--- config.mk ---
export PLATFORM = sky130hd
export DESIGN_NAME = adc_conv_ctrl
export DESIGN_NICKNAME = d
export VERILOG_FILES = /design/src/rtl/adc_conv_pkg.sv /design/src/rtl/adc_cfg_reg.sv /design/src/rtl/adc_conv_timer.sv /design/src/rtl/adc_conv_seq.sv /design/src/rtl/adc_result_reg.sv /design/src/rtl/adc_conv_ctrl.sv
export SDC_FILE = /design/constraint.sdc
export NUM_CORES = 1
export LEC_CHECK = 0
export BUFFER_PORTS_ARGS = -buffer_cell sky130_fd_sc_hd__buf_4
export CAP_MARGIN = 20
export CELL_PAD_IN_SITES_DETAIL_PLACEMENT = 2
export CELL_PAD_IN_SITES_GLOBAL_PLACEMENT = 2
export CORE_MARGIN = 5
export CORE_UTILIZATION = 25
export CTS_CLUSTER_SIZE = 28
export DETAILED_ROUTE_END_ITERATION = 12
export PLACE_DENSITY = 0.81
export SYNTH_ARGS = -nofsm -noshare
export SYNTH_HDL_FRONTEND = slang
export SYNTH_SLANG_ARGS = --single-unit
--- constraint.sdc ---
create_clock -name clk -period 0.95 [get_ports clk]
set_input_delay 0.1425 -clock clk [delete_from_list [all_inputs] [get_ports clk]]
set_output_delay 0.1425 -clock clk [all_outputs]
set_load 0.02 [all_outputs]
--- src/rtl/adc_conv_pkg.sv ---
package adc_conv_pkg;

  // control word layout and reset value
  localparam int unsigned CFG_W          = 8;
  localparam int unsigned CFG_BUSY_BIT   = 7;
  localparam int unsigned CFG_SINGLE_BIT = 4;
  localparam logic [7:0]  CFG_RESET      = 8'h80;
  // storable bits of control word 6:0 (reserved bits masked off)
  localparam logic [6:0]  CFG_STORE_MASK = 7'h13;

  typedef enum logic {
    SEQ_OFF = 1'b0,
    SEQ_RUN = 1'b1
  } seq_state_e;

endpackage

--- src/rtl/adc_cfg_reg.sv ---
module adc_cfg_reg
  import adc_conv_pkg::*;
#(
  parameter int unsigned GAIN_W = 2
) (
  input  logic              clk,
  input  logic              rst_n,
  input  logic              clr_i,
  input  logic              wr_en_i,
  input  logic [6:0]        wr_low_i,
  output logic [6:0]        low_o,
  output logic              single_o,
  output logic [GAIN_W-1:0] gain_o
);

  logic [6:0] low_q, low_d;
  logic       low_en;

  always_comb begin
    low_en = clr_i | wr_en_i;
    if (clr_i) low_d = CFG_RESET[6:0];
    else       low_d = wr_low_i & CFG_STORE_MASK;
  end

  always_ff @(posedge clk or negedge rst_n) begin
    if (!rst_n)      low_q <= CFG_RESET[6:0];
    else if (low_en) low_q <= low_d;
  end

  assign low_o    = low_q;
  assign single_o = low_q[CFG_SINGLE_BIT];
  assign gain_o   = low_q[GAIN_W-1:0];

  p_resv_zero_r6: assert property (@(posedge clk) disable iff (!rst_n)
    wr_en_i |=> (low_q[6:5] == 2'b00) && (low_q[3:2] == 2'b00));

endmodule

--- src/rtl/adc_conv_timer.sv ---
module adc_conv_timer #(
  parameter int unsigned CONV_CYCLES = 8,
  parameter bit          EXT_DONE    = 1'b0
) (
  input  logic clk,
  input  logic rst_n,
  input  logic clr_i,
  input  logic run_i,
  input  logic launch_i,
  input  logic ext_done_i,
  output logic done_o
);

  localparam int unsigned CNT_W = $clog2(CONV_CYCLES + 1);
  localparam logic [CNT_W-1:0] CNT_LAST = CNT_W'(CONV_CYCLES - 1);

  logic [CNT_W-1:0] cnt_q, cnt_d;
  logic             cnt_en;
  logic             hit;

  assign hit    = run_i && (cnt_q == CNT_LAST);
  assign done_o = run_i && (EXT_DONE ? ext_done_i : hit);

  always_comb begin
    cnt_en = clr_i | launch_i | run_i;
    if (clr_i || launch_i || done_o) cnt_d = '0;
    else                             cnt_d = cnt_q + 1'b1;
  end

  always_ff @(posedge clk or negedge rst_n) begin
    if (!rst_n)      cnt_q <= '0;
    else if (cnt_en) cnt_q <= cnt_d;
  end

  p_cnt_bound_r4: assert property (@(posedge clk) disable iff (!rst_n)
    cnt_q < CNT_W'(CONV_CYCLES));

endmodule

--- src/rtl/adc_conv_seq.sv ---
module adc_conv_seq
  import adc_conv_pkg::*;
#(
  parameter int unsigned GAIN_W = 2
) (
  input  logic              clk,
  input  logic              rst_n,
  input  logic              clr_i,
  input  logic              single_i,
  input  logic              start_req_i,
  input  logic              done_i,
  input  logic [GAIN_W-1:0] gain_cfg_i,
  output logic              run_o,
  output logic              launch_o,
  output logic              start_o,
  output logic              busy_o,
  output logic [GAIN_W-1:0] gain_o
);

  seq_state_e        state_q, state_d;
  logic              pend_q, pend_d;
  logic              start_q;
  logic [GAIN_W-1:0] gain_q;
  logic              running;
  logic              launch;

  assign running = (state_q == SEQ_RUN);

  always_comb begin
    launch = 1'b0;
    if (!clr_i) begin
      if (!running) launch = !single_i || pend_q;
      else          launch = done_i && !single_i;
    end
  end

  always_comb begin
    state_d = state_q;
    pend_d  = pend_q;
    if (clr_i) begin
      state_d = SEQ_OFF;
      pend_d  = 1'b0;
    end else begin
      if (launch)                state_d = SEQ_RUN;
      else if (running && done_i) state_d = SEQ_OFF;
      if (launch)                      pend_d = 1'b0;
      else if (start_req_i && !running) pend_d = 1'b1;
    end
  end

  always_ff @(posedge clk or negedge rst_n) begin
    if (!rst_n) begin
      state_q <= SEQ_OFF;
      pend_q  <= 1'b0;
      start_q <= 1'b0;
    end else begin
      state_q <= state_d;
      pend_q  <= pend_d;
      start_q <= launch;
    end
  end

  always_ff @(posedge clk or negedge rst_n) begin
    if (!rst_n)              gain_q <= '0;
    else if (clr_i)          gain_q <= '0;
    else if (launch)         gain_q <= gain_cfg_i;
  end

  assign run_o    = running;
  assign launch_o = launch;
  assign start_o  = start_q;
  assign busy_o   = running || pend_q;
  assign gain_o   = gain_q;

  p_cont_restart_r4: assert property (@(posedge clk) disable iff (!rst_n)
    running && done_i && !single_i && !clr_i |=> running && start_q);

  p_single_stop_r8: assert property (@(posedge clk) disable iff (!rst_n)
    running && done_i && single_i && !clr_i |=> !running);

  p_gain_hold_r7: assert property (@(posedge clk) disable iff (!rst_n)
    !launch && !clr_i |=> $stable(gain_q));

  p_no_pend_in_run_r10: assert property (@(posedge clk) disable iff (!rst_n)
    running |-> !pend_q);

  p_start_powered_r9: assert property (@(posedge clk) disable iff (!rst_n)
    start_q |-> running);

endmodule

--- src/rtl/adc_result_reg.sv ---
module adc_result_reg #(
  parameter int unsigned SAMPLE_W = 12,
  parameter int unsigned OUT_W    = 16
) (
  input  logic                clk,
  input  logic                rst_n,
  input  logic                clr_i,
  input  logic                cap_i,
  input  logic [SAMPLE_W-1:0] sample_i,
  output logic [OUT_W-1:0]    result_o
);

  logic [OUT_W-1:0] wide;
  logic [OUT_W-1:0] res_q, res_d;
  logic             res_en;

  generate
    if (OUT_W > SAMPLE_W) begin : g_sext
      assign wide = {{(OUT_W - SAMPLE_W){sample_i[SAMPLE_W-1]}}, sample_i};
    end else begin : g_trunc
      assign wide = sample_i[OUT_W-1:0];
    end
  endgenerate

  always_comb begin
    res_en = clr_i | cap_i;
    res_d  = clr_i ? '0 : wide;
  end

  always_ff @(posedge clk or negedge rst_n) begin
    if (!rst_n)      res_q <= '0;
    else if (res_en) res_q <= res_d;
  end

  assign result_o = res_q;

endmodule

--- src/rtl/adc_conv_ctrl.sv ---
module adc_conv_ctrl
  import adc_conv_pkg::*;
#(
  parameter int unsigned SAMPLE_W    = 12,
  parameter int unsigned OUT_W       = 16,
  parameter int unsigned GAIN_W      = 2,
  parameter int unsigned CONV_CYCLES = 8,
  parameter bit          EXT_DONE    = 1'b0
) (
  input  logic                clk,
  input  logic                rst_n,
  input  logic                rst_req,
  input  logic                cfg_wr_en,
  input  logic [7:0]          cfg_wr_data,
  output logic [7:0]          cfg_rd_data,
  output logic [OUT_W-1:0]    result_rd_data,
  output logic                conv_start,
  output logic                conv_pwr_en,
  output logic [GAIN_W-1:0]   conv_gain,
  input  logic                conv_done,
  input  logic [SAMPLE_W-1:0] conv_sample
);

  logic [1:0]        rst_sync_q;
  logic              rst_int_n;
  logic [6:0]        cfg_low;
  logic              single;
  logic [GAIN_W-1:0] gain_cfg;
  logic              start_req;
  logic              run;
  logic              launch;
  logic              busy;
  logic              done;

  always_ff @(posedge clk or negedge rst_n) begin
    if (!rst_n) rst_sync_q <= 2'b00;
    else        rst_sync_q <= {rst_sync_q[0], 1'b1};
  end
  assign rst_int_n = rst_sync_q[1];

  assign start_req = cfg_wr_en && cfg_wr_data[CFG_BUSY_BIT] && cfg_wr_data[CFG_SINGLE_BIT];

  adc_cfg_reg #(.GAIN_W(GAIN_W)) cfg_i (
    .clk      (clk),
    .rst_n    (rst_int_n),
    .clr_i    (rst_req),
    .wr_en_i  (cfg_wr_en),
    .wr_low_i (cfg_wr_data[6:0]),
    .low_o    (cfg_low),
    .single_o (single),
    .gain_o   (gain_cfg)
  );

  adc_conv_seq #(.GAIN_W(GAIN_W)) seq_i (
    .clk         (clk),
    .rst_n       (rst_int_n),
    .clr_i       (rst_req),
    .single_i    (single),
    .start_req_i (start_req),
    .done_i      (done),
    .gain_cfg_i  (gain_cfg),
    .run_o       (run),
    .launch_o    (launch),
    .start_o     (conv_start),
    .busy_o      (busy),
    .gain_o      (conv_gain)
  );

  adc_conv_timer #(.CONV_CYCLES(CONV_CYCLES), .EXT_DONE(EXT_DONE)) tmr_i (
    .clk        (clk),
    .rst_n      (rst_int_n),
    .clr_i      (rst_req),
    .run_i      (run),
    .launch_i   (launch),
    .ext_done_i (conv_done),
    .done_o     (done)
  );

  adc_result_reg #(.SAMPLE_W(SAMPLE_W), .OUT_W(OUT_W)) res_i (
    .clk      (clk),
    .rst_n    (rst_int_n),
    .clr_i    (rst_req),
    .cap_i    (done && !rst_req),
    .sample_i (conv_sample),
    .result_o (result_rd_data)
  );

  assign conv_pwr_en = run;
  assign cfg_rd_data = {(single ? busy : 1'b1), cfg_low};

  p_capture_r3: assert property (@(posedge clk) disable iff (!rst_int_n)
    done && !rst_req |=> result_rd_data[SAMPLE_W-1:0] == $past(conv_sample));

  p_abort_r11: assert property (@(posedge clk) disable iff (!rst_int_n)
    rst_req |=> (result_rd_data == '0) && (cfg_rd_data == CFG_RESET) && !conv_pwr_en);

  p_cont_busy_r5: assert property (@(posedge clk) disable iff (!rst_int_n)
    !single |-> cfg_rd_data[CFG_BUSY_BIT]);

endmodule

==> impl_metrics.csv <==
group,metric,value,unit
outcome,outcome,"finished with violations",
outcome,violations,"negative setup slack",
floorplan,die_x,79.4,um
finish,post-route-util,0.462,
logic_synthesis,yosysMostFrequentCell,"dfrtp_1",
placed_design,gp_congestion,0.779,
placed_design,dpl_cell_area,1630,um2
clock_network,ctsHtreeMaxLevel,1,
routing,via_per_inst,5.03,
finish,fin_cells,236,
floorplan,die_height,79.4,um
power_and_ir_drop,powerDensity,1190,nW/um2
setup_path,startpoint_type,"register",
routing,final_antenna_net_count,0,
clock_network,insertion_delay,0.28,ns
setup_path,r2r-start,"tmr_i.cnt_q[0]",
power_and_ir_drop,total_power,2.57,mW
routing,route.vias.total,1187,
finish,nets,209,
sta,worst_clock_skew,0.00152,ns
floorplan,core-area,4690,um2
finish,regArea,656,um2
routing,wl_per_cell,24.2,um
setup_path,crit_fanout,5,
finish,final_cell_area,2170,um2
clock_network,clock_sinks,26,
finish,multi_input_area,566,um2
sta,post-route-period-util,1.49,
setup_path,end_kind,"output pin",
global_route,overflow,0,
hold_path,min_from,"conv_sample[3]",
logic_synthesis,yosysTopAreaCellShare,0.541,
power_and_ir_drop,p_leak,1.06,nW
routing,drcViolationCount,0,
global_route,grt_pass1_vias,1333,
logic_synthesis,synth_edf_count,0,
setup_path,cp.arrival,1.27,ns
global_route,antenna_found_initial,0,
placed_design,dp_hpwl,2900,um
clock_network,cts_buffer_depth,2,
sta,drv_slew,0,
finish,antenna_cells,0,
hold_path,hold_class,"in2reg",
clock_network,clock-root-buffer,"clkbuf_8",
logic_synthesis,avgSynthCellArea,11.8,um2
routing,drt-initial-drc-count,50,
clock_network,cts_buffers,3,
logic_synthesis,synth_area_leaders,"dfrtp_1 54%, a22o_1 8.7%, buf_4 6.2%",
placed_design,port-buffer-count,43,
sta,clock.fmax,0.709,GHz
routing,drt_wl_total,5720,um
routing,firstDrtPassIters,4,
sta,grt_setup_unrepaired,"yes",
setup_path,crit_type,"reg2out",
floorplan,num_rows,25,
setup_path,required,0.81,ns
logic_synthesis,synthCells,102,
placed_design,pre_cts_slack,-0.450,ns
logic_synthesis,async_reset_ff_frac,1.00,
global_route,grt_max_degree,16,
logic_synthesis,syn_area,1200,um2
setup_path,startpoint,"seq_i.run_o",
sta,setup_viol,45,
logic_synthesis,ys_seq_area_frac,0.541,
floorplan,initial_utilization,0.256,
logic_synthesis,synth_flop_cell,"dfrtp_1",
logic_synthesis,ys_top_cells_by_count,"26 x dfrtp_1, 12 x a22o_1, 10 x buf_4",
clock_network,cts_tree,"built",
floorplan,dieArea,6300,um2
global_route,track_usage,0.165,
sta,fin_ws,-0.461,ns
placed_design,dp_cells,202,
floorplan,io-pin-count,53,
power_and_ir_drop,max-vdd-ir-drop,573,uV
logic_synthesis,synth.largest_area_cell,"dfrtp_1",
logic_synthesis,ys_ff_latch,26,
clock_network,clkTransAtPathRegs,0.10,ns
sta,report.final.hold_viol_count,0,
logic_synthesis,synth.distinct_cells,31,
job,cap_viol_max_count,0,
finish,drive_gt1_frac,0.632,
logic_synthesis,ys_warn_count,0,
sta,timing.hold.ws,0.0781,ns
sta,finalCriticalPeriod,1.41,ns
finish,area_delta_synth_final,80.1,%
finish,fill_cells,485,
global_route,grt_pass1_wl,7690,um
sta,setup_tns,-9.94,ns
-- cell type report --
class / count / area share
timing repair buffer: 88 / 0.370
clock buffer: 3 / 0.0191
inverter: 1 / 0.00173
clock inverter: 1 / 0.0139
sequential: 26 / 0.303
multi-input combinational: 63 / 0.261
tap: 54 / 0.0312
-- where the power goes --
group	switching (mW)	total, mW	internal, mW
registers	0.0307	1.16	1.13
clock network	0.390	0.955	0.565
logic	0.224	0.451	0.227
-- placed cells by master (no fill, tap or decap) --
cell	instances
inv_2	1
nand2_2	1
nand4b_4	1
nor2_1	5
xnor2_2	1
a311oi_2	1
buf_6	37
dlygate4sd3_1	1
and4bb_2	1
and3_1	1
nand3_2	1
nand2_1	3
nor2b_4	1
a22o_1	12
o21ai_4	1
ha_4	1
a32oi_2	1
nand4_1	1
a21oi_1	1
nand3b_1	4
buf_4	50
nor3b_4	1
bufinv_16	1
a41oi_2	2
a211oi_1	1
conb_1	5
nor2_4	1
mux2i_1	3
dfrtp_2	4
a21oi_2	4
o2111ai_4	1
nand3_1	3
dfrtp_1	22
a21o_1	1
nand2b_1	4
clkbuf_8	3
-- cell families after synthesis --
family	Yosys count	share of synthesized area
AOI/OAI and AO/OA	25	0.161
xor gates and xnor gates	1	0.00729
adders and majority gates	1	0.0104
buffers and inverters	16	0.0905
DFF	26	0.541
muxes	3	0.0250
other	2	0.00625
and+or+nand+nor	28	0.158
-- critical path, stage by stage, from the launching register on --
cell and delay (ns):
dfrtp_2 0.48, nor3b_4 0.29, inv_2 0.08, buf_6 0.14
-- state kept, by name (all words and copies together), names as in the netlist --
signal / flops
cfg_i.low_o: 3
res_i.result_o: 12
rst_sync_q: 2
seq_i.gain_o: 2
seq_i.pend_q: 1
seq_i.run_o: 1
seq_i.start_o: 1
tmr_i.cnt_q: 4
-- layer usage --
metal,GRT usage,part of all wire,vias to the layer above
met3,0.0193,0.028,4
li1,-,-,516
met4,0.0515,0.012,0
met1,0.186,0.41,628
met5,0,0,-
met2,0.319,0.55,39
-- path summary, 6_finish.rpt --
check	to	slack [ns]	cells past startpoint
min in group asynchronous	rst_sync_q[0]	0.17	2
max in group asynchronous	seq_i.pend_q	0.53	1
setup / recovery	cfg_rd_data[7]	-0.46	3
hold / removal	res_i.result_o[3]	0.08	2
setup reg to reg	tmr_i.cnt_q[1]	-0.44	6
hold reg to reg	res_i.result_o[7]	0.18	1
-- repair_timing --
item | in CTS | in global routing
hold buffers | 1 | 0
buffers inserted | 23 | 9
endpoints found under the hold margin | 2 | 0
setup endpoints to repair | 45 | 47
pin swaps | 14 | 9
gates resized for setup | 46 | 13
Note: power is estimated with default switching activity, not from simulation.
